$ cat config.mk
export PLATFORM = sky130hd
export DESIGN_NAME = slot_fetch_decode
export DESIGN_NICKNAME = d
export VERILOG_FILES = /design/src/rtl/sfd_pkg.sv /design/src/rtl/sfd_fetch.sv /design/src/rtl/sfd_decode.sv /design/src/rtl/sfd_branch.sv /design/src/rtl/slot_fetch_decode.sv
export SDC_FILE = /design/constraint.sdc
export NUM_CORES = 1
export LEC_CHECK = 0
export BUFFER_PORTS_ARGS = -buffer_cell sky130_fd_sc_hd__buf_2
export CAP_MARGIN = 25
export CORE_MARGIN = 10
export CORE_UTILIZATION = 30
export DETAILED_ROUTE_END_ITERATION = 7
export PLACE_DENSITY = 0.56
export SYNTH_ARGS = -nofsm -noshare
export SYNTH_HDL_FRONTEND = slang
export SYNTH_SLANG_ARGS = --single-unit
$ cat constraint.sdc
create_clock -name clk_i -period 7.5 [get_ports clk_i]
set_input_delay 1.5 -clock clk_i [delete_from_list [all_inputs] [get_ports clk_i]]
set_output_delay 1.5 -clock clk_i [all_outputs]
set_load 0.05 [all_outputs]
$ cat src/rtl/sfd_pkg.sv
package sfd_pkg;
  localparam int unsigned INSN_W = 32;
  localparam int unsigned OP_W   = 6;
  localparam int unsigned REG_W  = 5;
  localparam int unsigned IMM_W  = 16;
  localparam int unsigned ANNUL_BIT = 20;

  localparam logic [OP_W-1:0] OP_BR_EQZ = 6'h04;
  localparam logic [OP_W-1:0] OP_BR_NEZ = 6'h05;
  localparam logic [OP_W-1:0] OP_BR_LTZ = 6'h06;
  localparam logic [OP_W-1:0] OP_BR_GEZ = 6'h07;

  typedef struct packed {
    logic [OP_W-1:0]  op;
    logic [REG_W-1:0] rs;
    logic [REG_W-1:0] rt;
    logic [REG_W-1:0] rd;
    logic [IMM_W-1:0] imm;
    logic             annul;
  } fields_t;

  function automatic fields_t split_word(logic [INSN_W-1:0] w);
    fields_t f;
    f.op    = w[31:26];
    f.rs    = w[25:21];
    f.rt    = w[20:16];
    f.rd    = w[15:11];
    f.imm   = w[15:0];
    f.annul = w[ANNUL_BIT];
    return f;
  endfunction
endpackage

$ cat src/rtl/sfd_fetch.sv
module sfd_fetch #(
  parameter int unsigned ADDR_W = 32,
  parameter logic [ADDR_W-1:0] RESET_PC = '0
) (
  input  logic              clk_i,
  input  logic              rst_ni,
  input  logic              stall_i,
  input  logic              redirect_i,
  input  logic [ADDR_W-1:0] target_i,
  output logic [ADDR_W-1:0] pc_o,
  output logic [ADDR_W-1:0] next_pc_o
);
  localparam logic [ADDR_W-1:0] STEP = ADDR_W'(4);

  logic [ADDR_W-1:0] pc_q;

  always_comb begin
    if (stall_i)         next_pc_o = pc_q;
    else if (redirect_i) next_pc_o = target_i;
    else                 next_pc_o = pc_q + STEP;
  end

  always_ff @(posedge clk_i or negedge rst_ni) begin
    if (!rst_ni) pc_q <= RESET_PC;
    else         pc_q <= next_pc_o;
  end

  assign pc_o = pc_q;

  a_r2_seq_step: assert property (@(posedge clk_i) disable iff (!rst_ni)
    (!stall_i && !redirect_i) |=> pc_q == $past(pc_q) + STEP);
endmodule

$ cat src/rtl/sfd_decode.sv
module sfd_decode #(
  parameter int unsigned ADDR_W = 32
) (
  input  logic                       clk_i,
  input  logic                       rst_ni,
  input  logic                       stall_i,
  input  logic                       kill_i,
  input  logic [sfd_pkg::INSN_W-1:0] insn_i,
  input  logic [ADDR_W-1:0]          pc_i,
  output logic                       valid_o,
  output logic [sfd_pkg::INSN_W-1:0] insn_o,
  output logic [ADDR_W-1:0]          pc_o
);
  logic                       valid_q;
  logic [sfd_pkg::INSN_W-1:0] insn_q;
  logic [ADDR_W-1:0]          pc_q;

  always_ff @(posedge clk_i or negedge rst_ni) begin
    if (!rst_ni) begin
      valid_q <= 1'b0;
      insn_q  <= '0;
      pc_q    <= '0;
    end else if (!stall_i) begin
      valid_q <= !kill_i;
      insn_q  <= insn_i;
      pc_q    <= pc_i;
    end
  end

  assign valid_o = valid_q;
  assign insn_o  = insn_q;
  assign pc_o    = pc_q;

  a_r9_hold_decode: assert property (@(posedge clk_i) disable iff (!rst_ni)
    stall_i |=> $stable(insn_q) && $stable(pc_q) && $stable(valid_q));
endmodule

$ cat src/rtl/sfd_branch.sv
module sfd_branch #(
  parameter int unsigned ADDR_W = 32
) (
  input  logic                        valid_i,
  input  logic [sfd_pkg::OP_W-1:0]    op_i,
  input  logic [sfd_pkg::IMM_W-1:0]   imm_i,
  input  logic                        annul_i,
  input  logic [ADDR_W-1:0]           pc_i,
  input  logic [sfd_pkg::INSN_W-1:0]  rs_val_i,
  output logic                        is_branch_o,
  output logic                        taken_o,
  output logic                        kill_slot_o,
  output logic [ADDR_W-1:0]           target_o
);
  import sfd_pkg::*;

  logic        cond;
  logic [31:0] off32;

  always_comb begin
    is_branch_o = 1'b1;
    cond        = 1'b0;
    unique case (op_i)
      OP_BR_EQZ: cond = (rs_val_i == '0);
      OP_BR_NEZ: cond = (rs_val_i != '0);
      OP_BR_LTZ: cond = rs_val_i[INSN_W-1];
      OP_BR_GEZ: cond = !rs_val_i[INSN_W-1];
      default:   is_branch_o = 1'b0;
    endcase
  end

  assign taken_o     = valid_i && is_branch_o && cond;
  assign kill_slot_o = valid_i && is_branch_o && annul_i && !cond;

  // Offset counts words from the delay slot address.
  assign off32    = {{(32-IMM_W-2){imm_i[IMM_W-1]}}, imm_i, 2'b00};
  assign target_o = pc_i + ADDR_W'(4) + off32[ADDR_W-1:0];
endmodule

$ cat src/rtl/slot_fetch_decode.sv
module slot_fetch_decode #(
  parameter int unsigned ADDR_W = 32,
  parameter logic [ADDR_W-1:0] RESET_PC = '0
) (
  input  logic              clk_i,
  input  logic              rst_ni,
  input  logic              stall_i,
  output logic [ADDR_W-1:0] imem_addr_o,
  input  logic [31:0]       imem_rdata_i,
  output logic [4:0]        rs_addr_o,
  output logic [4:0]        rt_addr_o,
  input  logic [31:0]       rs_data_i,
  output logic              dec_valid_o,
  output logic [ADDR_W-1:0] dec_pc_o,
  output logic [5:0]        dec_op_o,
  output logic [4:0]        dec_rd_o,
  output logic [31:0]       dec_imm_o,
  output logic              dec_is_branch_o,
  output logic              dec_br_taken_o,
  output logic [ADDR_W-1:0] next_pc_o
);
  import sfd_pkg::*;

  logic              redirect, kill_slot, dec_valid;
  logic [ADDR_W-1:0] target, fetch_pc, dec_pc;
  logic [INSN_W-1:0] dec_word;
  fields_t           f;

  sfd_fetch #(.ADDR_W(ADDR_W), .RESET_PC(RESET_PC)) u_fetch (
    .clk_i, .rst_ni, .stall_i,
    .redirect_i(redirect), .target_i(target),
    .pc_o(fetch_pc), .next_pc_o(next_pc_o)
  );

  sfd_decode #(.ADDR_W(ADDR_W)) u_decode (
    .clk_i, .rst_ni, .stall_i,
    .kill_i(kill_slot), .insn_i(imem_rdata_i), .pc_i(fetch_pc),
    .valid_o(dec_valid), .insn_o(dec_word), .pc_o(dec_pc)
  );

  assign f = split_word(dec_word);

  sfd_branch #(.ADDR_W(ADDR_W)) u_branch (
    .valid_i(dec_valid), .op_i(f.op), .imm_i(f.imm), .annul_i(f.annul),
    .pc_i(dec_pc), .rs_val_i(rs_data_i),
    .is_branch_o(dec_is_branch_o), .taken_o(redirect),
    .kill_slot_o(kill_slot), .target_o(target)
  );

  assign imem_addr_o    = fetch_pc;
  assign rs_addr_o      = f.rs;
  assign rt_addr_o      = f.rt;
  assign dec_valid_o    = dec_valid;
  assign dec_pc_o       = dec_pc;
  assign dec_op_o       = f.op;
  assign dec_rd_o       = f.rd;
  assign dec_imm_o      = {{(INSN_W-IMM_W){f.imm[IMM_W-1]}}, f.imm};
  assign dec_br_taken_o = redirect;

  a_r6_target_fetched: assert property (@(posedge clk_i) disable iff (!rst_ni)
    (!stall_i && redirect) |=> fetch_pc == $past(target));

  a_r7_slot_follows: assert property (@(posedge clk_i) disable iff (!rst_ni)
    (!stall_i && dec_valid && dec_is_branch_o && !f.annul)
      |=> dec_valid && dec_pc == $past(dec_pc) + ADDR_W'(4));

  a_r8_annul_bubble: assert property (@(posedge clk_i) disable iff (!rst_ni)
    (!stall_i && dec_valid && dec_is_branch_o && f.annul && !redirect)
      |=> !dec_valid);

  a_r10_bubble_no_redirect: assert property (@(posedge clk_i) disable iff (!rst_ni)
    (!dec_valid && !stall_i) |-> next_pc_o == fetch_pc + ADDR_W'(4));

  a_r9_stall_fetch: assert property (@(posedge clk_i) disable iff (!rst_ni)
    stall_i |=> $stable(fetch_pc));
endmodule

; ---- Word level (Yosys, flattened, before mapping)
; Index checks and enable logic that the tools add are counted.
[word_totals]
ff_bits = 97
in_bits = 67
wordCells = 25
[classes]
add_sub_neg = 3
eq_ne = 4
n_mux = 4
reduce_logical = 10
[ops]
columns = cell, n
row1 = adder 32 x 3 -> 32 bit (second input constant), 2
row2 = 2-to-1 mux 32 bit, 2
row3 = adder 32 bit, 1
row4 = zero test 32 bit, 1
row5 = nonzero test 32 bit, 1
row6 = equality test 6 x 3 -> 1 bit (second input constant), 4
row7 = logical AND 1 bit, 4
row8 = case mux 1 bit (4 select lines), 1
row9 = OR reduction 4 bit, 1
row10 = zero test 1 bit, 3
row11 = 2-to-1 mux 1 bit, 1

; ---- Depth between registers and ports, before layout
[logic_depth]
ltp_word = 7
depth_mapped = 13
depth_no_buf = 13

; ---- Modules after synthesis
; Synthesis repeated with hierarchy kept, for this count alone.
[unflattened]
cells_unflattened = 664
area_unflattened_um2 = 6850.3
[modules_own_cells]
columns = module, instances, cells_each, area_each_um2
row1 = sfd_decode, 1, 138, 2565.0
row2 = sfd_branch, 1, 273, 2204.6
row3 = sfd_fetch, 1, 232, 1923.1
row4 = slot_fetch_decode, 1, 21, 157.7

; ---- Worst setup path before layout
; Ideal clock, no wire load.
[synth_path]
path_type = register to output
from = reg u_decode.insn_q (netlist bit u_decode.insn_o[29])
to = out next_pc_o[10]
arrival_ps = 4986
required_time_ps = 6000
slack_ps = 1014
path_stages_with_launch = 8
n_path_buf = 1
path_cell_list = dfrtp_1 -> nor4b_1 -> and3_1 -> mux2i_4 -> inv_2 -> clkbuf_1 -> a21oi_1 -> o21ai_0
[synth_via]
elab_chain_cells = 7
word_cells_on_any_way = 11
cone_classes = eq/ne (4) / mux (4) / reduce/logical (3)
[synth_lines]
columns = item, line
row1 = "start, declared", sfd_decode.sv:15  ; logic [sfd_pkg::INSN_W-1:0] insn_q;
row2 = "start signal, assigned", sfd_decode.sv:25  ; insn_q <= insn_i;
row3 = equality test 6 x 3 -> 1 bit, sfd_branch.sv:23  ; unique case (op_i)
row4 = OR reduction 4 bit (no source line) (*), n/a
row5 = 2-to-1 mux 1 bit (*), sfd_branch.sv:23
row6 = named net dec_is_branch_o, slot_fetch_decode.sv:18  ; output logic dec_is_branch_o,
row7 = logical AND 1 bit (*) (2 in series), sfd_branch.sv:32  ; assign taken_o = valid_i && is_branch_o && cond;
row8 = named net dec_br_taken_o, slot_fetch_decode.sv:19  ; output logic dec_br_taken_o,
row9 = 2-to-1 mux 32 bit (*), sfd_fetch.sv:19  ; else if (redirect_i) next_pc_o = target_i;
row10 = 2-to-1 mux 32 bit (*), sfd_fetch.sv:18  ; if (stall_i) next_pc_o = pc_q;
row11 = "end, declared", slot_fetch_decode.sv:20  ; output logic [ADDR_W-1:0] next_pc_o
; Mark *: on every way through the listed nets, which the timed path passes. The rest lies on a longest branch.

; ---- Final worst setup path
[layout_path]
from = in rs_data_i[14]
to = out next_pc_o[25]
[layout_via]
elab_chain_cells = 5
word_cells_on_any_way = 6
cone_classes = mux (3) / reduce/logical (3)
[layout_lines]
columns = item, line
row1 = "start, declared", slot_fetch_decode.sv:12  ; input logic [31:0] rs_data_i,
row2 = nonzero test 32 bit / zero test 32 bit (equally long branches), "sfd_branch.sv:25, sfd_branch.sv:24"
row3 = case mux 1 bit (4 select lines) (*), sfd_branch.sv:23
row4 = logical AND 1 bit (*), sfd_branch.sv:32
row5 = 2-to-1 mux 32 bit (*), sfd_fetch.sv:19
row6 = 2-to-1 mux 32 bit (*), sfd_fetch.sv:18
; Mark *: on every way between the ends. The rest lies on a longest branch, timed or not.

==> results.md <==
| Quantity | Reported |
|:---|:---|
| Status | complete, no violations |
| Warning count from the yosys run | 0 |
| Number of enable-type register cells in the synthesized netlist | 0 |
| Postcts setup bufs | 0 |
| Top cell type by total area after synthesis | sky130_fd_sc_hd__dfrtp_1 |
| Worst reg2reg endpoint | u_fetch.pc_o[25] |
| Maximum count of clock buffers along a single path | 2 |
| Via Count | 5,676 |
| Syn_nets | 789 |
| Share of layout cells above drive strength 1 | 35.2% |
| R2R Setup Slk | 3.98 ns |
| Cell area reported after detailed placement | 0.00762 sq mm |
| Post-DRT Antenna Nets | 0 |
| Average cell area after synthesis | 9.70 sq um |
| Drt wl/cell | 17.8 microns |
| Die width | 166 microns |
| Critical Path Most Common Cell | sky130_fd_sc_hd__buf_2 |
| Slew @ Worst Pin | 0.861 ns |
| Clock Sink Count | 97 |
| Share of synthesized registers carrying an async set or reset | 100% |
| Total of hold buffers inserted after clock tree synthesis | 0 |
| Final routed DRC violation total | 0 |
| Number of placed I/O pins | 219 |
| Nets | 974 |
| Most frequently used flop master after synthesis | sky130_fd_sc_hd__dfrtp_1 |
| Power density over the cells | 458 mW/mm^2 |
| Area of the core | 0.0211 sq mm |
| Initial antenna violation count | 0 |
| Worst flop-to-flop path startpoint | u_decode.pc_o[3] |
| Count of buffers inserted at the top-level ports | 218 |
| First-iteration detailed-routing DRC count | 350 |
| Unique cell type count in the Yosys netlist | 58 |
| Min-Delay Path Depth | 1 |
| Count of placed standard cells in the final layout, fillers left out | 1,128 |
| Maximum clock skew at final layout | 0.0165 ns |
| Number of hold violations in the final report | 0 |
| Count of buffering cells on the critical path with inverters included | 3 |
| Seq/Total Area, Yosys | 37.8% |
| Post-route fraction of the period consumed by the critical path | 79.9% |
| Maximum frequency from static timing analysis | 167 MHz |
| Sum of overflow across all layers after global routing | 0 |
| Critical path capture point | next_pc_o[25] |
| Critical path's top delay family | simple AND/OR/NAND/NOR gates |
| FP Rows | 53 |
| Total global-route track usage | 13.9% |
| CTS tree | yes |
| Critical path's largest stage delay | 0.61 ns |
| Most frequent standard cell in the layout excluding fill and tap cells | sky130_fd_sc_hd__buf_2 |
| Number of buffers added by the clock tree synthesis step | 9 |
| Area growth, synth to finish | 23.8% |
| Largest net degree at the start of global routing | 64 |
| Global-route wire length before repair | 32.0 mm |
| Total wire length after detailed routing | 20.1 mm |
| Top post-synthesis cells by area | sky130_fd_sc_hd__dfrtp_1 (38%), sky130_fd_sc_hd__ha_1 (11%), sky130_fd_sc_hd__mux2_2 (10%), sky130_fd_sc_hd__a21oi_1 (4.5%), sky130_fd_sc_hd__nand2_1 (3.4%) |
| Worst Hold Class | reg2reg |
| Master of the slowest instance on the critical path | sky130_fd_sc_hd__nor2_1 |
| Critical path data required time | 6.00 ns |
| Endpoints failing setup | 0 |
| Die H | 166 microns |
| Post-cts gate resize count | 0 |
| Crit path arrival time | 4.49 ns |
| Final Instance Area | 0.00796 sq mm |
| Cell count after synthesis | 663 |
| Kind of launch point of the worst setup path | primary input |
| Post-layout min period | 5.99 ns |
| Post-synth top area share | 37.8% |
| Routability congestion estimate from global placement | 0.884 |
| Max-cap check violation count | 0 |
| Max-slew violations | 0 |
| Post-synthesis sequential element count | 97 |
| Overall Power | 3.64 mW |
| Max-slew headroom | 42.1% |
| Worst-skew pair later-pin latency | 0.36 ns |
| Number of detailed-routing iterations run before antenna repair | 4 |
| Area of the mapped netlist | 0.00643 sq mm |
| Endpoint kind of the worst setup timing path | output port |
| Top library cells by usage in the layout, fill and taps aside | sky130_fd_sc_hd__buf_2 (216), sky130_fd_sc_hd__dfrtp_1 (97), sky130_fd_sc_hd__mux2_2 (59) |
| Placed Cells incl. Taps | 1,111 |
| Final setup TNS | 0 ns |
| Clock Root Buffer | sky130_fd_sc_hd__clkbuf_16 |
| Number of global-route vias before repair | 5,776 |
| Register-to-Register Path Depth | 11 |
| Cell-by-cell trace of the critical path | buf_2, nor4_1, nand4_1, o31a_1, mux2i_4, buf_4, nor2_1, a211oi_1, a41o_1, a21oi_1, buf_2 |
| Total Die Area | 0.0277 sq mm |
| Biggest fanout along the worst timing path | 22 |
| H-tree depth reported by CTS | 3 |
| Via density per instance | 5.03 |
| Unrepaired setup endpoints after global routing | no |
| Peak supply drop | 320 uV |
| Critical path depth in cells | 11 |
| Initial Util | 30.5% |
| Origin of the worst setup path | rs_data_i[14] |
| Antenna diodes | 0 |
| Worst-path clk slew | 0.07 ns |
| Static Leakage | 3.83 nW |
| Crit Path Class | in2out |
| Hpwl dp | 15.9 mm |
report_power, final:
part           switching, mW  total, mW  internal (mW)  leakage (nW)
logic                   1.62       2.29          0.677          2.51
registers              0.187      0.858          0.671          1.17
clock network          0.212      0.490          0.277         0.149
total                   2.02       3.64           1.63          3.83
worst min-delay path by stage:
stage,start,endpoint,slack (ns)
after floorplan,u_decode.insn_o[20],u_decode.insn_o[20],0.50
final,u_decode.insn_o[23],u_decode.insn_o[23],0.50
after global placement,u_decode.insn_o[18],u_decode.insn_o[18],0.48
after CTS,u_decode.insn_o[25],u_decode.insn_o[25],0.51
after global routing,u_decode.insn_o[23],u_decode.insn_o[23],0.53
after detailed placement,u_decode.insn_o[25],u_decode.insn_o[25],0.49
flip-flops by register name (all words and copies together) (netlist names):
| register | flops |
|---|---|
| u_decode.pc_o | 32 |
| u_decode.valid_o | 1 |
| u_decode.insn_o | 32 |
| u_fetch.pc_o | 32 |
layer usage:
layer	wire length, microns	track usage (%)	vias up
li1	-	-	2796
met1	8850	17.2	2699
met2	9500	22.6	166
met3	1570	5.11	15
met4	206	3.02	0
met5	0	0	-
final cells by class:
class,count,area [sq um]
inverters,18,67.6
clock inverters,4,51.3
fillers,2213,13100
clock buffers,12,256
repair buffers,222,1150
multi-input cells,500,3670
flip-flops and latches,97,2430
well taps,275,344
kinds of logic (layout without fill, tap and decap cells):
| group | count (synthesis) | in the layout | share of synthesized area (%) |
|---|---|---|---|
| muxes | 62 | 62 | 11.0 |
| AOI/OAI and AO/OA | 174 | 174 | 17.1 |
| buffers and inverters | 66 | 256 | 5.21 |
| adders and majority gates | 59 | 59 | 11.6 |
| DFF | 97 | 97 | 37.8 |
| xor gates and xnor gates | 27 | 27 | 3.68 |
| and+or+nand+nor | 178 | 178 | 13.6 |
per-stage QoR:
| step | setup WS, ns | hold WS (ns) | util [%] |
|---|---|---|---|
| 2_1_floorplan | 1.01 | 0.504 | - |
| 3_3_place_gp | 1.52 | 0.484 | 36.2 |
| 3_5_place_dp | 1.50 | 0.491 | 36.2 |
| 4_1_cts | 1.50 | 0.507 | 37.6 |
| 5_1_grt | 1.23 | 0.526 | 37.7 |
| 6_report | 1.51 | 0.501 | 37.7 |
cell usage after synthesis, types with 2 or more instances:
cell type and count:
sky130_fd_sc_hd__a32oi_1 2, sky130_fd_sc_hd__a31oi_1 9, sky130_fd_sc_hd__nor4b_1 3, sky130_fd_sc_hd__a211oi_1 5
sky130_fd_sc_hd__nor3b_1 4, sky130_fd_sc_hd__buf_4 22, sky130_fd_sc_hd__nor2_1 33, sky130_fd_sc_hd__inv_1 17
sky130_fd_sc_hd__o21a_1 6, sky130_fd_sc_hd__buf_2 3, sky130_fd_sc_hd__a41o_1 2, sky130_fd_sc_hd__a21boi_0 2
sky130_fd_sc_hd__and4_1 4, sky130_fd_sc_hd__a2bb2oi_1 2, sky130_fd_sc_hd__dfrtp_1 97, sky130_fd_sc_hd__and2_1 4
sky130_fd_sc_hd__o22a_1 8, sky130_fd_sc_hd__o22ai_1 2, sky130_fd_sc_hd__nand3_1 23, sky130_fd_sc_hd__nor3_1 12
sky130_fd_sc_hd__mux2i_1 2, sky130_fd_sc_hd__and3_1 12, sky130_fd_sc_hd__a211o_1 2, sky130_fd_sc_hd__mux2_2 59
sky130_fd_sc_hd__o31ai_1 4, sky130_fd_sc_hd__a21oi_1 58, sky130_fd_sc_hd__o211ai_1 4, sky130_fd_sc_hd__nand2_1 58
sky130_fd_sc_hd__ha_1 58, sky130_fd_sc_hd__o21bai_1 6, sky130_fd_sc_hd__a21o_1 10, sky130_fd_sc_hd__o21ai_0 35
sky130_fd_sc_hd__clkbuf_1 22, sky130_fd_sc_hd__o32a_1 3, sky130_fd_sc_hd__nor4_1 10, sky130_fd_sc_hd__xnor2_1 17
sky130_fd_sc_hd__nand4_1 7, sky130_fd_sc_hd__a22oi_1 7, sky130_fd_sc_hd__xor2_1 10
Power figures use the tool's default switching activity.
